### src/rtl/async_seq_pkg.sv
package async_seq_pkg;

  typedef enum logic [2:0] {
    PH_IDLE  = 3'd0,
    PH_ADDR  = 3'd1,
    PH_CMD   = 3'd2,
    PH_HOLD  = 3'd3,
    PH_RECOV = 3'd4
  } phase_e;

  // Successor of a finished phase; zero-length optional phases are skipped.
  function automatic phase_e phase_after(phase_e p, logic is_wr,
                                         logic hold_nz, logic recov_nz);
    phase_e n;
    n = PH_IDLE;
    case (p)
      PH_ADDR:  n = PH_CMD;
      PH_CMD:   n = (is_wr && hold_nz) ? PH_HOLD : (recov_nz ? PH_RECOV : PH_IDLE);
      PH_HOLD:  n = recov_nz ? PH_RECOV : PH_IDLE;
      default:  n = PH_IDLE;
    endcase
    return n;
  endfunction

endpackage

### src/rtl/seq_phase_timer.sv
module seq_phase_timer #(
  parameter int CW = 4
) (
  input  logic          clk,
  input  logic          rst,
  input  logic          load,
  input  logic [CW-1:0] load_val,
  output logic          expired
);
  logic [CW-1:0] cnt;

  always_ff @(posedge clk) begin
    if (rst)              cnt <= '0;
    else if (load)        cnt <= load_val;
    else if (cnt != '0)   cnt <= cnt - 1'b1;
  end

  assign expired = (cnt == '0);

  assert_count_down_R2: assert property (@(posedge clk) disable iff (rst)
    (!load && cnt != '0) |=> (cnt == $past(cnt) - 1'b1));
endmodule

### src/rtl/seq_pin_driver.sv
module seq_pin_driver
  import async_seq_pkg::*;
(
  input  logic   clk,
  input  logic   rst,
  input  phase_e cur_phase,
  input  phase_e nxt_phase,
  input  logic   nxt_write,
  output logic   cs_n,
  output logic   strb_n,
  output logic   bus_oe,
  output logic   done
);
  always_ff @(posedge clk) begin
    if (rst) begin
      cs_n   <= 1'b1;
      strb_n <= 1'b1;
      bus_oe <= 1'b0;
      done   <= 1'b0;
    end else begin
      cs_n   <= !(nxt_phase inside {PH_ADDR, PH_CMD, PH_HOLD});
      strb_n <= (nxt_phase != PH_CMD);
      bus_oe <= (nxt_write && (nxt_phase inside {PH_ADDR, PH_CMD})) || (nxt_phase == PH_HOLD);
      done   <= (cur_phase != PH_IDLE) && (nxt_phase == PH_IDLE);
    end
  end

  assert_strobe_inside_cs_R3: assert property (@(posedge clk) disable iff (rst)
    !strb_n |-> !cs_n);
  assert_done_single_R8: assert property (@(posedge clk) disable iff (rst)
    done |=> !done);
  assert_oe_release_with_cs_R5: assert property (@(posedge clk) disable iff (rst)
    $fell(bus_oe) |-> cs_n);
endmodule

### src/rtl/async_bus_seq.sv
module async_bus_seq
  import async_seq_pkg::*;
#(
  parameter int AW = 16,
  parameter int DW = 16,
  parameter int CW = 4
) (
  input  logic          clk,
  input  logic          rst,
  input  logic          req_valid,
  input  logic          req_write,
  input  logic [AW-1:0] req_addr,
  input  logic [DW-1:0] req_wdata,
  input  logic [CW-1:0] len_addr,
  input  logic [CW-1:0] len_cmd,
  input  logic [CW-1:0] len_hold,
  input  logic [CW-1:0] len_recov,
  input  logic [DW-1:0] bus_rdata,
  output logic          req_ready,
  output logic          done,
  output logic [DW-1:0] rd_data,
  output logic          cs_n,
  output logic          strb_n,
  output logic          bus_oe,
  output logic [AW-1:0] bus_addr,
  output logic [DW-1:0] bus_wdata
);
  localparam logic [CW-1:0] ONE = CW'(1);

  phase_e        phase, nxt;
  logic          accept, load, expired;
  logic [CW-1:0] load_val;
  logic          wr_q;
  logic [AW-1:0] addr_q;
  logic [DW-1:0] wdata_q, rd_q;
  logic [CW-1:0] cmd_q, hold_q, recov_q;

  function automatic logic [CW-1:0] min1_less1(logic [CW-1:0] v);
    return (v == '0) ? '0 : v - ONE;
  endfunction

  assign accept = (phase == PH_IDLE) && req_valid;

  always_comb begin
    nxt      = phase;
    load     = 1'b0;
    load_val = '0;
    if (accept) begin
      nxt      = PH_ADDR;
      load     = 1'b1;
      load_val = min1_less1(len_addr);
    end else if (phase != PH_IDLE && expired) begin
      nxt  = phase_after(phase, wr_q, hold_q != '0, recov_q != '0);
      load = 1'b1;
      case (nxt)
        PH_CMD:   load_val = min1_less1(cmd_q);
        PH_HOLD:  load_val = hold_q - ONE;
        PH_RECOV: load_val = recov_q - ONE;
        default:  load_val = '0;
      endcase
    end
  end

  always_ff @(posedge clk) begin
    if (rst) begin
      phase   <= PH_IDLE;
      wr_q    <= 1'b0;
      addr_q  <= '0;
      wdata_q <= '0;
      cmd_q   <= '0;
      hold_q  <= '0;
      recov_q <= '0;
      rd_q    <= '0;
    end else begin
      phase <= nxt;
      if (accept) begin
        wr_q    <= req_write;
        addr_q  <= req_addr;
        wdata_q <= req_wdata;
        cmd_q   <= len_cmd;
        hold_q  <= len_hold;
        recov_q <= len_recov;
      end
      if (phase == PH_CMD && expired && !wr_q)
        rd_q <= bus_rdata;
    end
  end

  seq_phase_timer #(.CW(CW)) u_timer (
    .clk      (clk),
    .rst      (rst),
    .load     (load),
    .load_val (load_val),
    .expired  (expired)
  );

  seq_pin_driver u_pins (
    .clk       (clk),
    .rst       (rst),
    .cur_phase (phase),
    .nxt_phase (nxt),
    .nxt_write (accept ? req_write : wr_q),
    .cs_n      (cs_n),
    .strb_n    (strb_n),
    .bus_oe    (bus_oe),
    .done      (done)
  );

  assign req_ready = (phase == PH_IDLE);
  assign rd_data   = rd_q;
  assign bus_addr  = addr_q;
  assign bus_wdata = wdata_q;

  assert_hold_only_on_write_R6: assert property (@(posedge clk) disable iff (rst)
    (phase == PH_HOLD) |-> wr_q);
  assert_read_never_drives_R4: assert property (@(posedge clk) disable iff (rst)
    (phase != PH_IDLE && !wr_q) |-> !bus_oe);
  assert_addr_held_R9: assert property (@(posedge clk) disable iff (rst)
    (phase != PH_IDLE && $past(phase) != PH_IDLE) |-> $stable(bus_addr));
  assert_recovery_released_R7: assert property (@(posedge clk) disable iff (rst)
    (phase == PH_RECOV) |-> (cs_n && strb_n && !bus_oe));
endmodule

### config.mk
export PLATFORM = sky130hd
export DESIGN_NAME = async_bus_seq
export DESIGN_NICKNAME = d
export VERILOG_FILES = /design/src/rtl/async_seq_pkg.sv /design/src/rtl/seq_phase_timer.sv /design/src/rtl/seq_pin_driver.sv /design/src/rtl/async_bus_seq.sv
export SDC_FILE = /design/constraint.sdc
export NUM_CORES = 1
export LEC_CHECK = 0
export CELL_PAD_IN_SITES_DETAIL_PLACEMENT = 1
export CELL_PAD_IN_SITES_GLOBAL_PLACEMENT = 2
export CORE_MARGIN = 4
export CORE_UTILIZATION = 21
export CTS_CLUSTER_DIAMETER = 100
export DETAILED_ROUTE_END_ITERATION = 16
export HOLD_SLACK_MARGIN = 0.06
export PLACE_DENSITY_LB_ADDON = 0.1
export SETUP_SLACK_MARGIN = 0.15
export SKIP_LAST_GASP = 1
export SLEW_MARGIN = 25
export SYNTH_ARGS = -nofsm -noshare
export SYNTH_HDL_FRONTEND = slang
export SYNTH_SLANG_ARGS = --single-unit
### constraint.sdc
create_clock -name clk -period 2 [get_ports clk]
set_clock_uncertainty 0.2 [all_clocks]
set_input_delay 0.6 -clock clk [delete_from_list [all_inputs] [get_ports clk]]
set_output_delay 0.6 -clock clk [all_outputs]
set_load 0.02 [all_outputs]
After elaboration in Yosys (flattened, before gate mapping). Index checks and enable logic that the tools add are counted.

Register bits: 72. Word-level logic and storage cells: 67. Output and inout bits: 53. Input bits: 68.

Add/sub/neg operators: 5. Reduce and logical (&&, ||, !) cells: 22. Equality and inequality tests: 10. Muxes and demuxes: 17.

Operators by type and width (number): $mux W4 (6); $sub A4 B1 Y4 const B (5); $eq A3 B2 Y1 const B (6); $mux W3 (6); $logic_not A4 Y1 (3); $pmux W4 S3 (1); $reduce_bool A4 Y1 (3); $pmux W3 S3 (1); $logic_and A1 B1 Y1 (7); $eq A3 B1 Y1 const B (2); $logic_not A3 Y1 (2); $reduce_bool A3 Y1 (2); $reduce_bool A2 Y1 (2); $eq A3 B3 Y1 const B (1); $mux W1 (3); $ne A3 B2 Y1 const B (1); $logic_not A1 Y1 (2); $logic_or A1 B1 Y1 (1).

Logic depth before layout (Yosys ltp).
Word-level depth: 12. Depth in mapped cells: 9. Mapped depth without buffers: 7.

By module. From an unflattened synthesis, not the netlist that was laid out.

Cells, all modules: 376. Area, all modules: 2997.9 sq um.

By module, submodules not included: async_bus_seq (instances 1, area an instance 2641.3 sq um, cells each 340); seq_phase_timer (instances 1, area an instance 229.0 sq um, cells each 24); seq_pin_driver (instances 1, area an instance 127.6 sq um, cells each 12).

Least setup slack after synthesis. No wires, ideal clock.

Path type: reg2reg. From: register u_timer.cnt[0]. To: register rd_q[10], in the netlist rd_data[10]. Period minus slack after synthesis: 1.954 ns. Cell stages (with the launch flop): 10. Slack: 0.046 ns. Setup time: 0.132 ns. Data required time: 1.668 ns. Buffers on the path: 2. Data arrival time: 1.622 ns. Cells stage by stage: dfxtp_1 inv_1 ha_1 nor3b_4 nand2_2 or3_1 buf_2 buf_6 nand2_1 a21oi_1.

Word-level cells in the longest chain between the ends: 3.

Ends and longest elaborated chain: start, declared (line seq_phase_timer.sv:10) `logic [CW-1:0] cnt;`; start signal, assigned (line seq_phase_timer.sv:14) `else if (load) cnt <= load_val;`; start signal, assigned (line seq_phase_timer.sv:15) `else if (cnt != '0) cnt <= cnt - 1'b1;`; $logic_not A4 Y1 (line seq_phase_timer.sv:18) `assign expired = (cnt == '0);`; $logic_and A1 B1 Y1 (2 in series) (line async_bus_seq.sv:84) `if (phase == PH_CMD && expired && !wr_q)`; end signal, assigned (line async_bus_seq.sv:85) `rd_q <= bus_rdata;`; end, declared (line async_bus_seq.sv:35) `logic [DW-1:0] wdata_q, rd_q;`.

Every way passes these cells. A chain may end at the register's enable or synchronous reset.

Final worst setup path.
From: register u_timer.cnt[0]. To: register rd_q[6], in the netlist rd_data[6].

The elaborated chain is that of the path after synthesis.

==> metrics.cfg <==
[die]
ios=121
core.rowCount=43
fp.dieW_um=127
die_h_um=127
core_sq_mm=0.0139
start_util_pct=21.5
dieArea_sq_mm=0.0162

[power_and_ir_drop]
pwr-share-seq_pct=30.0
power.share.clock_pct=31.0
combPwrFrac_pct=39.0
net-switching-power_mw=1.97
leakage_nw=2.07
p_int_mw=4.00
switching_share_pct=33.0
ir_drop_mv=0.341
p_per_area_mw_per_mm2=1140

[routing]
wl_per_cell_um=15.2
antenna_left=0
wl_um=10800
drc=0
dr_total_vias=3177
drt_iter0_drc=129
drt-vias-per-instance=4.47
drtPass1Iterations=4

[setup_path]
cp.required_ps=2020
endpoint_kind=flip-flop
crit_fanout=8
cp.arrival_ps=2020
path_class=flip-flop to flip-flop
start_kind=flip-flop

[place]
globalplace.congestion=0.752
dp_slack_ps=-396
dp.cells=687
port-buffer-count=120
hpwl_um=7640

[min_path]
hp-class=flip-flop to flip-flop

[clock_tree]
cts-buffers-inserted=9
cts_sinks=72
htree_levels=3
clk_pin_slew_ps=60
cts_tree=done
clock_path_buffers=2
cts_root_buf=clkbuf_16
clock_latency_ps=340
cts_hold_buf=0

[final_layout]
final_cells=710
finalNetCount=597
area_growth_pct=75.6
final_cell_mix=nand2_1 (114), dfxtp_1 (69), clkdlybuf4s50_1 (62), a21oi_1 (53), buf_4 (33)
drive_gt1_share_pct=25.1
final_common_cell=nand2_1
num_antenna_cells=0

[sta]
fmax_mhz=500
finalHoldViolCount=0
final_max_slew_viol_count=0
slew_headroom_pct=67.0
period_share_pct=100
layout_setup_ws_ps=0.326
rsz0062_at_grt=true
fin_crit_ps=2000
worst_slew_pin_slew_ps=491
setup_violations=0

[global_routing]
grt_pass1_vias=3380
gr-usage-all-layers_pct=13.6
grt_overflow=0
grt_start_max_net_pins=54
antenna_found_initial=0
grt_pass1_wl_um=17400

[run_status]
run_status=finished, final reports clean

[synthesis]
synth_edf_count=0
avgSynthCellArea_sq_um=7.98
netlist_instances=375
syn_area_sq_mm=0.00299
yosysWarnings=0
seq_area_frac_synth_pct=48.2
ys_async_sr_fraction_pct=0
yosysUniqueCellTypes=52
ys.flop_type=dfxtp_1
syn_nets=446
ys_seq_elements=72

[flow_run]
drv_cap=0

state kept, by name, summed over array words and instances (netlist names):
register       flops
rd_data           16
u_pins.cs_n        1
bus_wdata         16
cmd_q              4
hold_q             4
wr_q               1
bus_addr          16
u_pins.done        1
u_pins.strb_n      1
recov_q            4
u_pins.bus_oe      1
phase              3
u_timer.cnt        4
final timing paths:
path / startpoint / endpoint / slack [ps] / depth (start not counted)
worst max-delay path: u_timer.cnt[0] / rd_data[6] / 0.3 / 9
worst min-delay path: bus_wdata[4] / bus_wdata[4] / 250 / 2
worst max register to register: u_timer.cnt[0] / rd_data[6] / 0.3 / 9
worst min register to register: bus_wdata[4] / bus_wdata[4] / 250 / 2
final cells by class:
type                       instances  area, sq um
clock buffer                       9          225
fill                            1631         8680
timing repair buffer             162         1520
tap                              180          225
inverter                           6         22.5
clock inverter                     6          109
multi-input combinational        275         1710
sequential                        72         1450
cells in the mapped netlist, drive strengths merged, types with 2 or more instances:
master / count / area share, %
nand2: 132 / 17
dfxtp: 72 / 48
a21oi: 71 / 12
buf: 12 / 2.6
clkbuf: 11 / 1.4
o21ai: 9 / 1.8
inv: 6 / 0.75
nor2: 6 / 0.75
nor3: 6 / 1.5
nor3b: 4 / 1.4
or3: 4 / 0.84
ha: 3 / 1.3
nor4: 3 / 0.84
o32ai: 3 / 0.88
a31oi: 2 / 0.42
mux2i: 2 / 0.67
nor2b: 2 / 0.42
o22ai: 2 / 0.42
or4b: 2 / 0.67
xor2: 2 / 0.59
per-stage QoR:
stage	setup TNS [ps]	total power [mW]	util [%]	hold slack, ps	area [sq um]
global placement	-6230	3.89	33.3	238	4640
floorplan	0	2.88	-	249	3010
finish	0	5.97	37.7	252	5260
detailed placement	-7200	3.93	33.3	247	4640
CTS	-94.1	5.92	36.5	253	5090
global route	-1390	6.34	37.7	269	5260
worst max-delay path, stage by stage (launching register included):
cell and delay, ps:
dfxtp_2 320, inv_2 80, ha_4 150, buf_6 90, nor3b_4 190, nand2_2 110
or3_4 460, buf_16 180, nand2_4 60, a21oi_2 40
per-layer routing:
metal / wire length (um) / global-route usage [%] / vias to the layer above
li1: - / - / 1586
met1: 4840 / 16.7 / 1498
met2: 4910 / 21.3 / 81
met3: 804 / 4.85 / 12
met4: 208 / 6.44 / 0
met5: 0 / 0 / -
cells by family (layout without fill, tap and decap cells):
group | count (synthesis) | in the layout | synth area share, %
adder cells (fa/ha/maj) | 3 | 3 | 1.25
flip-flops | 72 | 72 | 48.2
AND/OR/NAND/NOR | 166 | 167 | 25.2
AO/OA/AOI/OAI | 100 | 100 | 19.1
buffers and inverters | 29 | 183 | 4.77
multiplexers | 2 | 2 | 0.669
XOR/XNOR | 3 | 3 | 0.878
power by group through the flow:
stage	clock, mW	combinational [mW]	sequential [mW]
after detailed placement	0	2.12	1.81
after CTS	1.92	2.21	1.79
after global routing	1.96	2.56	1.82
after global placement	0	2.10	1.79
after floorplan	0	0.914	1.96
final	1.85	2.33	1.79
timing repair:
item                                   in CTS  in global routing
setup buffers                               2                  4
cloned                                      2                  0
gates resized for setup                    95                 79
setup endpoints to repair                  79                 50
pin swaps                                  16                 27
endpoints found under the hold margin       0                  0
Power figures use the tool's default switching activity.
